$ cat src/rtl/indir_bridge.sv
module indir_bridge #(
  parameter int HOST_AW  = 4,
  parameter int INNER_AW = 8,
  parameter int TIMEOUT  = 32
) (
  input  logic                clk,
  input  logic                rst_n,
  input  logic                host_en,
  input  logic                host_we,
  input  logic [HOST_AW-1:0]  host_addr,
  input  logic [31:0]         host_wdata,
  output logic [31:0]         host_rdata,
  output logic                in_req,
  output logic                in_we,
  output logic [INNER_AW-1:0] in_addr,
  output logic [31:0]         in_wdata,
  input  logic [31:0]         in_rdata,
  input  logic                in_rdy
);
  localparam int GO_BIT = 31;
  localparam int WE_BIT = INNER_AW;
  localparam int TW     = $clog2(TIMEOUT + 1);

  logic                busy_q, we_q;
  logic [INNER_AW-1:0] addr_q;
  logic [31:0]         din_q, dout_q;
  logic [TW-1:0]       tcnt_q;

  wire sel_ctl = host_addr == HOST_AW'(0);
  wire sel_din = host_addr == HOST_AW'(4);
  wire sel_do  = host_addr == HOST_AW'(8);
  wire wr_ok   = host_en && host_we && !busy_q;
  wire launch  = wr_ok && sel_ctl && host_wdata[GO_BIT];
  wire done    = busy_q && in_rdy;
  wire expire  = busy_q && !in_rdy && (tcnt_q == TW'(TIMEOUT - 1));

  always_ff @(posedge clk or negedge rst_n) begin
    if (!rst_n) begin
      busy_q <= 1'b0;
      we_q   <= 1'b0;
      addr_q <= '0;
      din_q  <= '0;
      dout_q <= '0;
      tcnt_q <= '0;
    end else begin
      if (wr_ok && sel_ctl) begin
        we_q   <= host_wdata[WE_BIT];
        addr_q <= host_wdata[INNER_AW-1:0];
      end
      if (wr_ok && sel_din) din_q <= host_wdata;
      if (launch) begin
        busy_q <= 1'b1;
        tcnt_q <= '0;
      end else if (done || expire) begin
        busy_q <= 1'b0;
      end else if (busy_q) begin
        tcnt_q <= tcnt_q + 1'b1;
      end
      if (done && !we_q) dout_q <= in_rdata;
    end
  end

  logic [31:0] ctl_word;
  always_comb begin
    ctl_word = '0;
    ctl_word[GO_BIT] = busy_q;
    ctl_word[WE_BIT] = we_q;
    ctl_word[INNER_AW-1:0] = addr_q;
  end

  assign host_rdata = sel_ctl ? ctl_word :
                      sel_din ? din_q :
                      sel_do  ? dout_q : 32'h0;

  assign in_req   = busy_q;
  assign in_we    = we_q;
  assign in_addr  = addr_q;
  assign in_wdata = din_q;
endmodule

$ cat config.mk
export PLATFORM = sky130hd
export DESIGN_NAME = indir_bridge
export DESIGN_NICKNAME = d
export VERILOG_FILES = /design/src/rtl/indir_bridge.sv
export SDC_FILE = /design/constraint.sdc
export NUM_CORES = 1
export LEC_CHECK = 0
export BUFFER_PORTS_ARGS = -buffer_cell sky130_fd_sc_hd__buf_4
export CAP_MARGIN = 20
export CELL_PAD_IN_SITES_DETAIL_PLACEMENT = 0
export CELL_PAD_IN_SITES_GLOBAL_PLACEMENT = 1
export CORE_MARGIN = 8
export CORE_UTILIZATION = 37
export CTS_CLUSTER_SIZE = 14
export DETAILED_ROUTE_END_ITERATION = 6
export PLACE_DENSITY = 0.91
export SYNTH_ARGS = -nofsm -noshare
export SYNTH_HDL_FRONTEND = slang
export SYNTH_SLANG_ARGS = --single-unit
$ cat constraint.sdc
create_clock -name clk -period 2 [get_ports clk]
set_clock_uncertainty 0.15 [all_clocks]
set_input_delay 0.4 -clock clk [delete_from_list [all_inputs] [get_ports clk]]
set_output_delay 0.4 -clock clk [all_outputs]
set_load 0.01 [all_outputs]
* Yosys cells after proc, flatten, opt, wreduce, memory -nomap -nowiden
Index checks and enable logic that the tools add are counted.
** Cells by class
- $add $sub $neg :: 1
- Equal/unequal tests :: 4
- Mux-type cells :: 8
- Reductions and logical operators :: 17
** Operators with widths (number)
- $mux 32 :: 3
- $mux 6 :: 3
- $logic_and 1x1->1 :: 9
- $add 6x1->6 const B :: 1
- $eq 6x5->1 const B :: 1
- $eq 4x3->1 const B :: 1
- $eq 4x4->1 const B :: 1
- $logic_not 4->1 :: 1
- $reduce_bool 2->1 :: 2
- $logic_not 1->1 :: 3
- $mux 1 :: 2
- $ne 2x2->1 const B :: 1
- $reduce_and 2->1 :: 1
- $logic_or 1x1->1 :: 1
** Word-level totals
- Register bits after elaboration :: 80
- Input bits :: 73
- Output and inout bits :: 74
- Word-level logic and storage cells :: 36

* Logic depth before layout (Yosys ltp)
- Word-level depth :: 6
- Depth in mapped cells :: 5
- Gate-level depth less buffers :: 5

* Least setup slack after synthesis
Ideal clock, no wire load.
- Path type :: input to output
- Start :: in host_addr[1]
- End :: out host_rdata[0]
- Arrival :: 1.334 ns
- Required time :: 1.450 ns
- Path slack :: 0.116 ns
- Stages on the path :: 5
- Buffers on the path :: 1
- Cell sequence :: nor3_1 > and2_1 > buf_2 > nand2_1 > a21oi_1
** Between the ends
- Longest elaborated chain between the ends :: 4
- Elaborated cells on any way between the ends :: 6
- Classes of those cells :: 2 x eq/ne; 3 x mux; 1 x reduce/logical
** RTL lines
- start, declared :: line 10 : input logic [HOST_AW-1:0] host_addr,
- $eq 4x4->1 :: line 31 : wire sel_do = host_addr == HOST_AW'(8);
- $mux 32 :: line 73 : sel_do ? dout_q : 32'h0;
- $mux 32 :: line 72 : sel_din ? din_q :
- $mux 32 (*) :: line 71 : assign host_rdata = sel_ctl ? ctl_word :
- end, declared :: line 12 : output logic [31:0] host_rdata,
Mark *: on every way between the ends. The rest lies on a longest branch, timed or not.

* Worst setup path after layout
- Start :: in host_addr[3]
- End :: out host_rdata[27]
The elaborated chain is that of the path after synthesis.

==> run metrics <==
status=complete, no violations; top cell type by total area after synthesis=dfrtp_1; Pwr Total=approximately 4.2 mW; Root Buffer=clkbuf_8; Layout area overhead=44.91%; ANT nets after route=0; # fillers=860; Worst-path clk slew=about 0.09 ns; max_cap viols=0; critical path, cell by cell=buf_6 -> nor3_4 -> buf_6 -> buf_6 -> buf_6 -> a22oi_1 -> nor2_1 -> buf_4; Worst setup EP type=output port; Main synth FF type=dfrtp_1; number of global-route vias before repair=3206; CP Max Fanout=6; Min-Delay Path Depth=2; Seq cells post-synth=80; syn avg cell area=12.34 sq um; Die Area=approximately 13000 sq um; placed cell count=568; crit start category=primary input; GRT Residual Overflow=0; setup TNS=0 ns; Initial Utilization=37.57%; worst path bufs/invs=5; CP max stage delay=around 0.18 ns; largest delay contributor family on the critical path=buffers and inverters; maximum vdd drop=366.8 uV; Wirelength per Cell=around 17 microns; Slew HR=68.49%; EDFF count, synth=0; Post-Synthesis Cell Area=3605 sq um; CTS sink count=80; largest net degree at the start of global routing=a little over 80; share of the synthesized area in the top cell type=55.54%; initial antenna violation count=0; ranking of synthesized cells by area=dfrtp_1 56%, mux2_2 13%, mux2_1 9.4%; fraction of registers with async set/reset=100.0%; most frequent CP cell=buf_6; Fmax achieved=~520 MHz; drt pass-1 iters=4; port bufs=146; num rows=36; count leader, synth=dfrtp_1; r2r worst-path depth=4; global placer's final weighted congestion=around 0.78; final hold vios=0; Die H=around 110 microns; CTS buffer count=9; Worst Hold Class=primary input to flop; Min Clock Period, post-route=about 1.9 ns; number of DRC markers in iteration 0=122; routed wire length=roughly 10 mm; H-Tree Depth=3; YS warnings=0; Synth Instances=roughly 300; Slew Viols, Final=0; first-pass GRT wire length=between 15 and 20 mm; Post-Layout Cell Count=a little under 600; slowest stage cell, crit path=nor3_4; vias per cell=slightly below 5; final net count=524; Stages on worst setup path=8; ant diodes=0; library cells used by synthesis=31; detailed-route via count=slightly below 3000; CP arrival=roughly 1.4 ns; CTS tree=done; ratio of cells with drive above 1 in the final layout=about half; clock latency on the worst-skew pair=0.34 ns; # DRC=0; Chip Width=approximately 110 microns; register area share after synthesis=between 50% and 60%; worst path required time=between 1 and 1.5 ns; # setup viols final=0; hpwl dp=around 7.6 mm; Slew @ Worst Pin=around 0.47 ns; PwrDens=between 700 and 800 nW/um^2; WS Path Type=primary input to output port; Final Cycle Share=96.94%; Post-synth top cells=80 x dfrtp_1, 43 x mux2_2, 35 x nor2_1; leak pwr=between 2 and 3 nW; core area=about 9600 sq um; clock buffer depth=2; Top Ports=147; Synth Net Count=approximately 370; overall routing resource usage=between 15 and 20%
==> metrics by stage <==
step,utilization [%],area [sq um],hold WS [ns],worst slack [ns]
2_1_floorplan,-,3605,-0.04559,0.1157
3_3_place_gp,51.64,4955,0.3077,0.01815
3_5_place_dp,51.64,4955,0.3075,-0.02304
4_1_cts,53.69,5151,0.09262,-0.02538
5_1_grt,54.45,5224,0.08767,-0.006485
6_report,54.45,5224,0.1085,0.06125
==> cell type report <==
type                       instances  area (sq um)  share of cell area, %
clock buffer                      10         127.6                  2.443
clock inverter                     5         58.81                  1.126
inverter                           2         7.507                 0.1437
multi-input combinational        193          1523                  29.15
sequential                        80          2002                  38.32
tap                              133         166.4                  3.186
timing repair buffer             164          1339                  25.63
==> final timing paths <==
| check | to | slack, ns | startpoint |
|---|---|---|---|
| hold / removal | in_wdata[25] | 0.11 | host_wdata[25] |
| setup / recovery | host_rdata[27] | 0.06 | host_addr[3] |
| max in group asynchronous | dout_q[7] | 0.85 | rst_n |
| setup reg to reg | in_wdata[4] | 0.20 | in_req |
| hold reg to reg | dout_q[13] | 0.36 | dout_q[13] |
| min in group asynchronous | in_wdata[8] | 0.43 | rst_n |
==> routing by layer <==
metal	track usage (%)	vias up	routed length [microns]	share of wire [%]
li1	-	1356	-	-
met1	17.03	1419	4117	40
met2	27.13	104	5108	50
met3	6.224	14	880	8.6
met4	5.079	0	144	1.4
met5	0	-	0	0
==> cell usage in the layout, fill, tap and decap left out, drive strengths merged <==
cell type,n
ha,1
and3b,1
nor2b,1
mux2i,2
xnor2,1
nor2,35
dfrtp,80
clkinv,2
o2111ai,1
a22oi,22
clkinvlp,2
o311a,1
dlygate4sd3,1
o21ai,12
a31oi,1
and4,1
clkbuf,10
a21oi,11
and3,2
nor4,1
nand2,16
o21bai,1
inv,2
and2,2
buf,163
nand3,3
mux2,73
a211oi,1
bufinv,1
nor3,2
nand3b,2
==> flip-flops by register name, summed over array words and instances, names as in the netlist <==
| name | count |
|---|---|
| in_wdata | 32 |
| dout_q | 32 |
| in_req | 1 |
| tcnt_q | 6 |
| in_addr | 8 |
| in_we | 1 |
==> cells by family (layout without fill, tap and decap cells) <==
kind of cell,count (synthesis),in the layout,synth area share [%]
multiplexers,75,75,23.36
buffers and inverters,19,181,2.950
adder cells (fa/ha/maj),1,1,0.3470
flip-flops,80,80,55.54
AO/OA/AOI/OAI,50,50,8.886
AND/OR/NAND/NOR,66,66,8.678
XOR/XNOR,1,1,0.2430
==> repair_timing <==
action,in CTS,in global routing
gates resized for setup,0,16
hold endpoints to repair,80,0
pin swaps,0,5
endpoints found under the setup margin,8,30
hold buffers,1,0
buffers inserted,0,2
gates cloned,0,1
==> power by group <==
part / internal (mW) / leakage (nW) / switching (mW)
Clock: 0.571 / 0.0883 / 0.585
Sequential: 1.89 / 1.04 / 0.194
Combinational: 0.547 / 1.49 / 0.377
Total: 3.01 / 2.63 / 1.16
Power figures use the tool's default switching activity.
